==> config.mk <==
export PLATFORM = sky130hd
export DESIGN_NAME = host_uart_emu
export DESIGN_NICKNAME = d
export VERILOG_FILES = /design/src/rtl/host_uart_emu.sv
export SDC_FILE = /design/constraint.sdc
export NUM_CORES = 1
export LEC_CHECK = 0
export ABC_CLOCK_PERIOD_IN_PS = 8300
export BUFFER_PORTS_ARGS = -buffer_cell sky130_fd_sc_hd__buf_4
export CAP_MARGIN = 0
export CORE_MARGIN = 2
export CORE_UTILIZATION = 30
export DETAILED_ROUTE_END_ITERATION = 10
export GPL_TIMING_DRIVEN = 1
export PLACE_DENSITY = 0.54
export SLEW_MARGIN = 5
export SYNTH_ARGS = -nofsm -noshare
export SYNTH_HDL_FRONTEND = slang
export SYNTH_SLANG_ARGS = --single-unit
export TNS_END_PERCENT = 20
==> constraint.sdc <==
create_clock -name clk -period 8.3 [get_ports clk]
set_clock_uncertainty 0.1 [all_clocks]
set_input_delay 1.66 -clock clk [delete_from_list [all_inputs] [get_ports clk]]
set_output_delay 1.66 -clock clk [all_outputs]
set_load 0.02 [all_outputs]
==> src/rtl/host_uart_emu.sv <==
module host_uart_emu #(
  parameter int DEPTH = 16
) (
  input  logic       clk,
  input  logic       rst_n,
  input  logic [2:0] h_addr,
  input  logic       h_wr,
  input  logic       h_rd,
  input  logic [7:0] h_wdata,
  output logic [7:0] h_rdata,
  output logic       h_irq,
  input  logic [2:0] l_addr,
  input  logic       l_wr,
  input  logic       l_rd,
  input  logic [7:0] l_wdata,
  input  logic [2:0] l_err,
  output logic [7:0] l_rdata,
  output logic       l_irq,
  output logic [2:0] l_cause
);
  localparam int AW = $clog2(DEPTH);
  localparam logic [AW:0] CAPF = (AW+1)'(DEPTH);

  logic [10:0]   mem [DEPTH];
  logic [AW-1:0] rd_ptr, wr_ptr;
  logic [AW:0]   cnt, trig;
  logic [7:0]    lcr, mcr, fcr_q, dll, dlm, msr, thr, lsr, iir;
  logic [3:0]    ier;
  logic [7:1]    pend;
  logic          legacy, thr_full, thre_pend, oe, err_any;

  wire dlab    = lcr[7];
  wire fifo_en = fcr_q[0];
  wire full    = cnt >= (fifo_en ? CAPF : (AW+1)'(1));

  wire wr_thr = h_wr && h_addr == 3'd0 && !dlab;
  wire wr_dll = h_wr && h_addr == 3'd0 &&  dlab;
  wire wr_ier = h_wr && h_addr == 3'd1 && !dlab;
  wire wr_dlm = h_wr && h_addr == 3'd1 &&  dlab;
  wire wr_fcr = h_wr && h_addr == 3'd2;
  wire wr_lcr = h_wr && h_addr == 3'd3;
  wire wr_mcr = h_wr && h_addr == 3'd4;
  wire rd_rbr = h_rd && h_addr == 3'd0 && !dlab;
  wire rd_iir = h_rd && h_addr == 3'd2;
  wire rd_lsr = h_rd && h_addr == 3'd5;
  wire rd_msr = h_rd && h_addr == 3'd6;

  wire push = l_wr && l_addr == 3'd0;
  wire do_push = push && !full;
  wire pop  = rd_rbr && cnt != '0;
  wire lr_thr = l_rd && l_addr == 3'd0;
  wire lr_fcr = l_rd && l_addr == 3'd1;
  wire lr_dl  = l_rd && (l_addr == 3'd2 || l_addr == 3'd3);
  wire lr_lcr = l_rd && l_addr == 3'd4;
  wire lr_mcr = l_rd && l_addr == 3'd5;
  wire lr_cnt = l_rd && l_addr == 3'd7;
  wire lw_leg = l_wr && l_addr == 3'd2;
  wire legacy_nx = lw_leg ? l_wdata[0] : legacy;

  wire [10:0] head = mem[rd_ptr];
  wire [2:0] head_err = (cnt != '0) ? head[10:8] : 3'b000;

  always_comb begin
    err_any = 1'b0;
    for (int k = 0; k < DEPTH; k++)
      if ({1'b0, AW'(k) - rd_ptr} < cnt && |mem[k][10:8]) err_any = 1'b1;
  end

  always_comb
    case (fcr_q[7:6])
      2'b00:   trig = (AW+1)'(1);
      2'b01:   trig = (AW+1)'(DEPTH/4);
      2'b10:   trig = (AW+1)'(DEPTH/2);
      default: trig = (AW+1)'(DEPTH-2);
    endcase

  wire ls_src = ier[2] && (oe || |head_err);
  wire rx_src = ier[0] && cnt >= trig;
  wire th_src = ier[1] && thre_pend;
  wire ms_src = ier[3] && |msr[3:0];
  assign h_irq = ls_src || rx_src || th_src || ms_src;
  wire [2:0] iid = ls_src ? 3'b011 : rx_src ? 3'b010 : th_src ? 3'b001 : 3'b000;
  assign iir = {fifo_en, fifo_en, 2'b00, iid, !h_irq};
  assign lsr = {fifo_en && err_any, !thr_full, !thr_full, head_err, oe, cnt != '0};

  always_comb
    case (h_addr)
      3'd0: h_rdata = dlab ? dll : (cnt != '0 ? head[7:0] : 8'h00);
      3'd1: h_rdata = dlab ? dlm : {4'b0, ier};
      3'd2: h_rdata = iir;
      3'd3: h_rdata = lcr;
      3'd4: h_rdata = mcr;
      3'd5: h_rdata = lsr;
      3'd6: h_rdata = msr;
      default: h_rdata = 8'h00;
    endcase

  always_comb
    case (l_addr)
      3'd0: l_rdata = thr;
      3'd1: l_rdata = fcr_q;
      3'd2: l_rdata = dll;
      3'd3: l_rdata = dlm;
      3'd4: l_rdata = lcr;
      3'd5: l_rdata = mcr;
      3'd6: l_rdata = {5'b0, l_cause};
      default: l_rdata = 8'(cnt);
    endcase

  always_comb begin
    l_cause = 3'd0;
    for (int i = 7; i >= 1; i--) if (pend[i]) l_cause = 3'(i);
  end
  assign l_irq = |pend;

  always_ff @(posedge clk)
    if (do_push) mem[wr_ptr] <= {l_err, l_wdata};

  always_ff @(posedge clk or negedge rst_n)
    if (!rst_n) begin
      rd_ptr <= '0; wr_ptr <= '0; cnt <= '0;
      lcr <= '0; mcr <= '0; fcr_q <= '0; dll <= '0; dlm <= '0; msr <= '0;
      thr <= '0; ier <= '0; pend <= '0; legacy <= 1'b0;
      thr_full <= 1'b0; thre_pend <= 1'b1; oe <= 1'b0;
    end else begin
      if (do_push) wr_ptr <= wr_ptr + 1'b1;
      if (pop) rd_ptr <= rd_ptr + 1'b1;
      cnt <= cnt + (AW+1)'(do_push) - (AW+1)'(pop);
      if (wr_thr) thr <= h_wdata;
      if (wr_dll) dll <= h_wdata;
      if (wr_dlm) dlm <= h_wdata;
      if (wr_ier) ier <= h_wdata[3:0];
      if (wr_lcr) lcr <= h_wdata;
      if (wr_mcr) mcr <= h_wdata;
      legacy <= legacy_nx;
      if (wr_fcr) fcr_q <= {h_wdata[7:6], 5'b0, h_wdata[0] && !legacy_nx};
      else if (legacy_nx) fcr_q[0] <= 1'b0;
      if (l_wr && l_addr == 3'd1) msr <= l_wdata;
      else if (rd_msr) msr[3:0] <= 4'b0;
      if (push && full) oe <= 1'b1;
      else if (rd_lsr) oe <= 1'b0;
      thr_full <= wr_thr || (thr_full && !lr_thr);
      if (wr_thr) thre_pend <= 1'b0;
      else if (lr_thr && thr_full) thre_pend <= 1'b1;
      else if (rd_iir && h_irq && iid == 3'b001) thre_pend <= 1'b0;
      pend[7] <= wr_thr || (pend[7] && !lr_thr);
      pend[6] <= 1'b0;
      pend[5] <= pop || (pend[5] && !lr_cnt);
      pend[4] <= wr_mcr || (pend[4] && !lr_mcr);
      pend[3] <= wr_lcr || (pend[3] && !lr_lcr);
      pend[2] <= wr_dll || wr_dlm || (pend[2] && !lr_dl);
      pend[1] <= wr_fcr || (wr_thr && thr_full && !lr_thr) || (pend[1] && !lr_fcr);
    end

  assert_count_bound_R1: assert property (@(posedge clk) disable iff (!rst_n) cnt <= CAPF);
  assert_full_drop_R2: assert property (@(posedge clk) disable iff (!rst_n)
    (push && full && !pop) |=> (cnt == $past(cnt) && lsr[1]));
  assert_thr_raises_irq_R4: assert property (@(posedge clk) disable iff (!rst_n) wr_thr |=> l_irq);
  assert_lcr_raises_irq_R5: assert property (@(posedge clk) disable iff (!rst_n)
    (wr_lcr && !lr_lcr) |=> l_irq);
  assert_legacy_no_fifo_R7: assert property (@(posedge clk) disable iff (!rst_n)
    legacy |-> (!fcr_q[0] && !lsr[7] && iir[7:6] == 2'b00));
endmodule

# ---- Word level (Yosys, flattened, before mapping)
# Memory sizes are Yosys's and may differ from the RTL's.
# Index checks and enable logic that the tools add are counted.
dict set report totals {
  n_memories 1
  register_bits 78
  mem_bits_rw 176
  inputBits 31
}
dict set report op_classes {
  muxes 45
  eq_ne 16
  n_reduce_logical 112
  add_sub_neg 20
  n_lt_le_gt_ge 18
}
# memory words width read_ports rd_clocked_by_memory_dff write_ports line
set mem_list {}
lappend mem_list {mem 16 11 17 0 1 24} ;# logic [10:0] mem [DEPTH];
# operator count
set op_table {}
lappend op_table {{one-hot mux 8 bit (7 select lines)} 2}
lappend op_table {{< comparator 4 x 5 -> 1 bit} 16}
lappend op_table {{logical AND 1 bit} 60}
lappend op_table {{OR reduction 3 bit} 17}
lappend op_table {{subtractor 4 bit, first input constant} 8}
lappend op_table {{2-to-1 mux 1 bit} 27}
lappend op_table {{2-to-1 mux 8 bit} 3}
lappend op_table {{equality test 3 bit, second input constant} 7}
lappend op_table {{2-to-1 mux 3 bit} 7}
lappend op_table {{subtractor 3 x 4 -> 4 bit, first input constant} 4}
lappend op_table {{logical OR 1 bit} 14}
lappend op_table {{equality test 3 x 2 -> 1 bit, second input constant} 4}
lappend op_table {{one-hot mux 4 bit (3 select lines)} 1}
lappend op_table {{logical NOT 1 bit} 11}
lappend op_table {{greater-or-equal comparator 5 bit} 2}
lappend op_table {{adder 4 x 1 -> 4 bit, second input constant} 2}
lappend op_table {{2-to-1 mux 4 bit} 2}
lappend op_table {{subtractor 1 x 4 -> 4 bit, first input constant} 2}
lappend op_table {{subtractor 2 x 4 -> 4 bit, first input constant} 2}
lappend op_table {{equality test 3 x 1 -> 1 bit, second input constant} 2}
lappend op_table {{logical NOT 3 bit} 2}
lappend op_table {{nonzero test 2 bit} 3}
lappend op_table {{OR reduction 6 bit} 1}
lappend op_table {{adder 5 x 1 -> 5 bit} 1}
lappend op_table {{other kinds (9)} 11}

# ---- Logic depth before layout (Yosys ltp)
# Gate-level depths: netlist of the first run.
dict set report depth {
  ltp_word 21
  ltp_mapped 16
}

# ---- Worst setup path before layout of the first run
# No wires, ideal clock.
dict set report synth_timing {
  kind {input to output}
  start {input h_addr[1]}
  end {output h_rdata[1]}
  path_stages 5
  setup_slack_ns 3.399
  path_buffers 1
  arrival_ns 3.141
  cell_sequence {clkbuf_1 -> clkinv_1 -> nor3_1 -> nand2_1 -> o311ai_1}
}
dict set report synth_via {
  elab_chain_len 2
  word_cells_on_any_way 8
}
# element line
set synth_rtl {}
lappend synth_rtl {{start: declaration} 6} ;# input logic [2:0] h_addr,
lappend synth_rtl {{equality test 3 bit, or another cell as far along} 87} ;# case (h_addr)
lappend synth_rtl {{one-hot mux 8 bit (7 select lines) *} 87}
lappend synth_rtl {{end: declaration} 10} ;# output logic [7:0] h_rdata,
# Mark *: on every way between the ends. The rest lies on a longest branch, timed or not.

# ---- Worst setup path after layout of the first run
dict set report layout_timing {
  start {register rd_ptr[1]}
  end {output h_rdata[7]}
}
dict set report layout_via {
  elab_chain_len 21
  word_cells_on_any_way 69
}
# element line
set layout_rtl {}
lappend layout_rtl {{start: declaration} 25} ;# logic [AW-1:0] rd_ptr, wr_ptr;
lappend layout_rtl {{start signal: assignment} 127} ;# if (pop) rd_ptr <= rd_ptr + 1'b1;
lappend layout_rtl {{subtractor 1 x 4 -> 4 bit} 66} ;# if ({1'b0, AW'(k) - rd_ptr} < cnt && |mem[k][10:8]) err_any = 1'b1;
lappend layout_rtl {{< comparator 4 x 5 -> 1 bit} 66}
lappend layout_rtl {{logical AND 1 bit} 66}
lappend layout_rtl {{2-to-1 mux 1 bit (16 in series)} 66}
lappend layout_rtl {{logical AND 1 bit} 84} ;# assign lsr = {fifo_en && err_any, !thr_full, !thr_full, head_err, oe, cnt != '0};
lappend layout_rtl {{one-hot mux 8 bit (7 select lines) *} 87}
# Marked as above.

==> results of run 1 <==
-- worst paths after layout --
path | slack [ns] | depth (start not counted) | end | from
worst max register to register | 3.77 | 16 | cnt[4] | cnt[3]
worst max-delay path | 2.62 | 15 | h_rdata[7] | rd_ptr[1]
min in group asynchronous | 1.19 | 1 | cnt[2] | rst_n
max in group asynchronous | 6.18 | 1 | rd_ptr[0] | rst_n
worst min register to register | 0.40 | 1 | legacy | legacy
worst min-delay path | 0.40 | 1 | legacy | legacy
-- placed cells by master, fill, tap and decap left out, drive strengths merged, types with 3 or more instances in the layout --
cell / synthesis / final
a22oi: 15 / 15
o21ai: 28 / 28
o2111ai: 3 / 3
nand3: 13 / 13
ha: 54 / 54
a31oi: 7 / 7
and3: 4 / 4
nor2: 32 / 32
buf: 13 / 64
dfrtp: 77 / 77
o211ai: 3 / 3
o21bai: 3 / 3
nor3: 13 / 13
nor2b: 9 / 9
o32ai: 16 / 16
xor2: 3 / 3
nor4: 6 / 6
inv: 47 / 50
a32oi: 3 / 3
nand2b: 9 / 9
and2: 8 / 8
clkinv: 1 / 12
clkbuf: 24 / 33
nand2: 51 / 51
edfxtp: 176 / 176
a221oi: 12 / 12
o22ai: 4 / 4
mux4: 56 / 56
mux2: 59 / 59
mux2i: 5 / 5
a22o: 5 / 5
xnor2: 15 / 15
a21oi: 40 / 40
-- report_power, final --
| part | switching [mW] | total (mW) | internal (mW) |
|---|---|---|---|
| clock | 0.512 | 1.20 | 0.683 |
| sequential | 0.169 | 1.65 | 1.48 |
| combinational | 0.895 | 1.63 | 0.739 |
| total | 1.58 | 4.47 | 2.90 |
-- cell families (layout without fill, tap and decap cells) --
| family | Yosys count | count (layout) | share of synthesized area |
|---|---|---|---|
| buffers and inverters | 85 | 162 | 0.03326 |
| multiplexers | 120 | 120 | 0.1677 |
| flip-flops | 254 | 254 | 0.5865 |
| AO/OA/AOI/OAI | 153 | 153 | 0.08425 |
| AND/OR/NAND/NOR | 154 | 154 | 0.05911 |
| XOR/XNOR | 18 | 18 | 0.01278 |
| adder cells (fa/ha/maj) | 55 | 55 | 0.05637 |
-- stage by stage --
step	hold WS (ns)	total power, mW	cells
3_5_place_dp	0.3904	3.308	1398
2_1_floorplan	0.3710	2.831	839
6_report	0.4040	4.475	1448
5_1_grt	0.4272	4.756	1448
3_3_place_gp	0.3833	3.289	1398
4_1_cts	0.4047	4.517	1448
-- area by class of cell --
cell class | instances | area [µm²]
Fill cell | 3958 | 26530
Inverter | 48 | 180.2
Clock buffer | 33 | 719.4
Sequential cell | 254 | 7241
Multi-Input combinational cell | 500 | 4770
Timing Repair Buffer | 64 | 480.5
Tap cell | 532 | 665.6
Clock inverter | 17 | 152.6
-- state kept, by name (all words and copies together), names as in the netlist --
signal	count
mem	176
dll	8
dlm	8
lcr	8
mcr	8
msr	8
thr	8
pend	6
cnt	5
ier	4
rd_ptr	4
wr_ptr	4
fcr_q	3
legacy	1
oe	1
thr_full	1
thre_pend	1
-- routing by layer --
metal	routed length [µm]	GRT usage	vias up
met5	0	0	-
met4	873	0.04053	0
met3	1649	0.01994	54
met2	15300	0.2494	221
met1	14370	0.2142	3853
li1	-	-	3405
==> results by group, run 1 <==
Setup path
  • Setup CP Type: reg -> out
  • Slowest cell on the critical path: buf_4
  • CP Max Fanout: 50
  • CP bufs+invs: 4
  • Crit path DAT: 3.92 ns
  • Crit path required time: 6.54 ns
  • Crit path cell chain: buf_4 > inv_1 > ha_1 > a21o_1 > xnor2_1 > inv_1 > ha_1 > a21oi_1 > o32ai_1 > a31oi_1 > nor2_1 > o2111ai_1 > o21bai_1 > o211ai_1 > buf_4
  • Top delay family on crit path: buffers and inverters
  • Critical Path Source Type: register
  • Crit. End Element: output port
  • CP peak stage delay: 0.53 ns

Finish
  • Post-route cell area: 14210 µm²
  • Layout cells sized above 1: 0.2293
  • Post-synthesis to final-layout area growth: 15.14%
  • Final #Nets: 981
  • Finished Core Util: 0.3488
  • N_diodes: 0

Detailed routing
  • Iter 0 DRT Violations: 707
  • DR pass1 iterations: 5
  • Drt wl/cell: 22.23 µm
  • Via-to-Cell Ratio: 5.202
  • Drt drc: 0
  • Via count: 7533
  • DRT Wirelength: 32.19 mm
  • Antenna Nets Post-Route: 0

Run
  • Max-Cap Viols: 0

Floorplan
  • Starting density of the core: 0.3029
  • Die height: 206.8 µm
  • Ports: 52
  • Die Area: 42770 µm²
  • Chip width: 206.8 µm
  • Row count: 74
  • Core Area: 40740 µm²

Synthesis
  • Synth Cell Area: 12340 µm²
  • Synthesis-stage register bit count: 254
  • Cell with the most instances after synthesis: edfxtp_1
  • Synth Warn #: 0
  • Avg Synthesized Cell Area: 14.71 µm²
  • Sequential area share after synthesis: 0.5865
  • Number of synthesized flops with an enable pin: 176
  • Syn nets: 925
  • Cells after Synth: 839
  • Cell taking the most area after synthesis: edfxtp_1
  • Synth top area cells: edfxtp_1 43%, dfrtp_1 16%, mux4_2 5.7%, ha_1 5.5%, mux2_2 5.4%
  • Share of the synthesized area in the top cell type: 0.4283
  • Synth cell count leaders: 176 x edfxtp_1, 77 x dfrtp_1, 59 x mux2_2
  • Post-synth cell types: 62
  • Ys flop type: edfxtp_1
  • Async set or reset register ratio after synthesis: 0.3071

Clock tree
  • Num CTS Buffers: 27
  • Post-CTS sizing: 0
  • CTS sink cnt: 254
  • CTS tree: built
  • CTS hold repair buffers: 0
  • Root Buffer: clkbuf_16
  • Clock buffer depth: 3
  • Clock transition at path regs: 0.06 ns
  • Worst skew pair latency: 0.57 ns
  • Max H-tree Level: 1
  • # Post-CTS Setup Buffers: 0

STA
  • TNS Setup: 0 ns
  • Final hold vios: 0
  • Fin crit share: 0.6839
  • Slew Limit Fails: 0
  • Slew HR: 0.2151
  • Minimum clock period: 5.676 ns
  • RSZ-0062 raised after global routing: false
  • Final WS setup: 2.624 ns
  • Slew @ Worst Pin: 1.170 ns
  • Fmax: 176.2 MHz
  • Setup Viol. Count Final: 0

Global routing
  • Global Route Usage Sum: 0.1525
  • Vias in the first global route: 7633
  • Largest net degree at the start of global routing: 79
  • Antenna violations before repair: 0
  • Global-route wire length before repair: 48.77 mm
  • Remaining Overflow, GRT: 0

Outcome
  • Status: finished, final reports clean

Placed design
  • Area after DPL: 13340 µm²
  • I/O Buffers: 51
  • Dpl hpwl: 21.84 mm
  • Post-Place Setup Slack: 2.823 ns
  • RD Place Congestion: 0.8753

Power
  • Leak Pwr: 5.240 nW
  • Peak supply drop: 142.0 µV
  • Pwr dens: 314.9 nW/µm²

Worst hold path
  • Min-delay worst type: reg -> reg
Note: power is estimated with default switching activity, not from simulation.
==> run 2, diff against run 1 <==
ABC_AREA = 1   (was not set)
ABC_CLOCK_PERIOD_IN_PS = 4670   (was 8300)
PLACE_DENSITY = 0.55   (was 0.54)
clock period = 4.67 ns   (was 8.3 ns; I/O delays follow)
==> run 2 against run 1 <==
Net effect: global-route usage up 0.25 points; via count up 26%; die area up 2.1%; sequential cell count unchanged; synthesized area up 2.1%; setup slack worse by 2.2 ns; critical path depth unchanged; hold slack worse by 0.016 ns; design area up 1.7%; sequential power up 70%; critical endpoint unchanged.
==> results by group, run 2 <==
Placed design
  • Dpl hpwl: 23.51 mm (+7.6%)
  • I/O Buffers: 51 (unchanged)
  • Area after DPL: 13580 µm² (+1.8%)
  • RD Place Congestion: 0.8884 (+1.5%)

STA
  • Slew Limit Fails: 0 (unchanged)
  • Minimum clock period: 4.276 ns
  • Slew @ Worst Pin: 1.089 ns (-0.08146 ns)
  • Slew HR: 0.2741 (+0.05901)
  • Final hold vios: 0 (unchanged)
  • Setup Viol. Count Final: 0 (unchanged)
  • TNS Setup: 0 ns (unchanged)
  • Fin crit share: 0.9155
  • Fmax: 233.9 MHz
  • RSZ-0062 raised after global routing: false

Setup path
  • CP Max Fanout: 46 (-8.0%)
  • Crit path DAT: 3.24 ns (-0.68 ns)
  • Crit. End Element: output port
  • R2R depth: 15 (-1)
  • Crit path required time: 3.64 ns (-2.90 ns)
  • R2R Path Start: cnt[2]
  • Worst reg2reg endpoint: cnt[4]
  • Critical Path Source Type: register
  • Setup CP Type: reg -> out
  • R2R Setup Slk: 1.02 ns (-2.75 ns)

Worst hold path
  • Hold path cells: 2 (+1)
  • Worst-case hold path end point: dll[1]
  • Min-delay worst type: reg -> reg
  • Hold Startpoint: dll[1]

Synthesis
  • Cell taking the most area after synthesis: edfxtp_1
  • Synth Cell Area: 12610 µm² (+2.1%)
  • Synth Warn #: 0 (unchanged)
  • Sequential area share after synthesis: 0.5742 (-0.01234)
  • Number of synthesized flops with an enable pin: 176 (unchanged)
  • Cell with the most instances after synthesis: nand2_1
  • Share of the synthesized area in the top cell type: 0.4193 (-0.009012)
  • Post-synth cell types: 47 (-24%)
  • Async set or reset register ratio after synthesis: 0.3071 (unchanged)
  • Ys flop type: edfxtp_1
  • Synth top area cells: edfxtp_1 42%, dfrtp_1 15%, nand2_1 8.1%, o21ai_0 5.9%, ha_1 5.4%
  • Syn nets: 1383 (+50%)
  • Synth cell count leaders: 272 x nand2_1, 176 x edfxtp_1, 153 x inv_1
  • Cells after Synth: 1297 (+55%)
  • Avg Synthesized Cell Area: 9.719 µm² (-34%)
  • Synthesis-stage register bit count: 254 (unchanged)

Global routing
  • Largest net degree at the start of global routing: 92 (+16%)
  • Met3 usage: 0.02044 (+0.0005016)
  • Global-route wire length before repair: 52.93 mm (+8.5%)
  • Met2 Use GR: 0.2531 (+0.003701)
  • Antenna violations before repair: 0 (unchanged)
  • Most Used Layer, Global Route: met2
  • Met1 usage: 0.2169 (+0.002708)
  • Remaining Overflow, GRT: 0 (unchanged)
  • Global Route Usage Sum: 0.1549 (+0.002461)
  • Vias in the first global route: 9223 (+21%)

Clock tree
  • Clock buffer depth: 3 (unchanged)
  • CTS sink cnt: 254 (unchanged)
  • CTS hold repair buffers: 0 (unchanged)
  • Worst skew pair latency: 0.54 ns (-0.03 ns)
  • CTS tree: built
  • Max H-tree Level: 1 (unchanged)
  • Clock transition at path regs: 0.06 ns (about the same)
  • Root Buffer: clkbuf_16
  • Num CTS Buffers: 27 (unchanged)
  • # Post-CTS Setup Buffers: 0 (unchanged)

Detailed routing
  • Drt drc: 0 (unchanged)
  • DR pass1 iterations: 5 (unchanged)
  • Via count: 9486 (+26%)
  • Via-to-Cell Ratio: 4.951 (-4.8%)
  • Antenna Nets Post-Route: 0 (unchanged)
  • Iter 0 DRT Violations: 687 (-2.8%)
  • DRT Wirelength: 33.71 mm (+4.7%)
  • Drt wl/cell: 17.59 µm (-21%)

Finish
  • Commonest non-fill, non-tap cell in the layout: nand2_1
  • Multi-input logic area: 4458 µm² (-6.5%)
  • Post-route cell area: 14450 µm² (+1.7%)
  • Top reg by flops: mem
  • FF/Latch Area: 7241 µm² (unchanged)
  • Layout cells sized above 1: 0.09949 (-0.1298)
  • Post-synthesis to final-layout area growth: 14.61%
  • Commonest non-fill, non-tap cells in the layout: 272 x nand2_1, 176 x edfxtp_1, 153 x inv_1, 149 x o21ai_0, 128 x nor2_1
  • Final #Nets: 1445 (+47%)
  • # fillers: 4280 (+8.1%)
  • N_diodes: 0 (unchanged)
  • Number of flip-flops in the largest register: 176 (unchanged)

Floorplan
  • Ports: 52 (unchanged)
  • Die height: 209.0 µm (+1.0%)
  • Core Area: 41670 µm² (+2.3%)
  • Row count: 75 (+1.4%)
  • Starting density of the core: 0.3026 (-0.0003651)
  • Chip width: 209.0 µm (+1.0%)
  • Die Area: 43670 µm² (+2.1%)

Power
  • Peak supply drop: 284.1 µV (+100%)
  • Pwr dens: 558.6 nW/µm² (+77%)
  • Leak Pwr: 6.035 nW (+15%)

Outcome
  • Status: finished, final reports clean

Run
  • Max-Cap Viols: 0 (unchanged)
[run 2: cell count changes after synthesis, moves of 14 or more]
cell,delta
inv_1,+106
mux4_2,-31
nand3_1,+46
xnor2_1,-14
mux2_2,-56
nor2_1,+96
o21ai_0,+121
o22ai_1,+35
o32ai_1,-16
nand2_1,+221
a21oi_1,-15
mux4_1,-25
[run 2: routing by layer]
| layer | up-vias | part of all wire |
|---|---|---|
| li1 | 4552 | - |
| met2 | 242 | 0.46 |
| met5 | - | 0 |
| met4 | 0 | 0.024 |
| met3 | 54 | 0.049 |
| met1 | 4638 | 0.47 |
[run 2: per-stage QoR]
step                setup WS, ns  cells  power, mW  hold slack, ns  utilization
floorplan                  1.001   1297      5.111          0.3510            -
global placement          0.8717   1869      5.918          0.3663       0.3259
detailed placement        0.8918   1869      5.975          0.3742       0.3259
CTS                       0.2879   1916      8.134          0.3886       0.3467
global route             0.06928   1916      8.678          0.4153       0.3468
finish                    0.3945   1916      8.070          0.3882       0.3468
[run 2: critical path: stages, from the launching register on]
cell and delay, ns:
dfrtp_2 0.44, buf_4 0.29, ha_1 0.28, xnor2_1 0.27
inv_1 0.10, ha_1 0.30, nand2_1 0.05, inv_1 0.07
nand3_1 0.08, o311ai_0 0.11, nand2_1 0.10, nor2_1 0.11
nand2_1 0.08, o21ai_0 0.17, nand2_1 0.08, buf_4 0.17
[run 2: how the worst max path moves through the flow]
stage | start | to | cells past startpoint
after detailed placement | rd_ptr[2] | h_rdata[7] | 18
after global routing | rd_ptr[3] | h_rdata[7] | 18
after global placement | rd_ptr[2] | h_rdata[7] | 18
after floorplan | rd_ptr[1] | h_rdata[7] | 17
final | rd_ptr[0] | h_rdata[7] | 15
after CTS | rd_ptr[2] | h_rdata[7] | 18
[run 2: report_power, final]
group,leakage (nW),switching (mW),internal [mW]
clock network,0.425,0.864,1.27
logic,3.07,2.05,1.08
registers,2.54,0.197,2.61
[run 2: final cells by class]
| class | instances | share of cell area |
|---|---|---|
| sequential | 254 | 0.5012 |
| multi-input combinational | 836 | 0.3086 |
| clock buffer | 32 | 0.04806 |
| tap | 539 | 0.04668 |
| inverter | 160 | 0.04209 |
| timing repair buffer | 80 | 0.04157 |
| clock inverter | 15 | 0.01186 |
[run 2: kinds of logic (layout without fill, tap and decap cells)]
family,after synthesis,in the layout,share of synthesized area
AOI/OAI and AO/OA,274,274,0.1265
DFF,254,254,0.5742
muxes,3,3,0.002680
adders and majority gates,55,55,0.05519
buffers and inverters,207,287,0.07216
and+or+nand+nor,489,489,0.1589
xor gates and xnor gates,15,15,0.01042
[run 2: what timing repair did]
| item | CTS | global route |
|---|---|---|
| gates resized for setup | 0 | 1 |
| endpoints found under the setup margin | 0 | 1 |
| endpoints found under the hold margin | 0 | 0 |
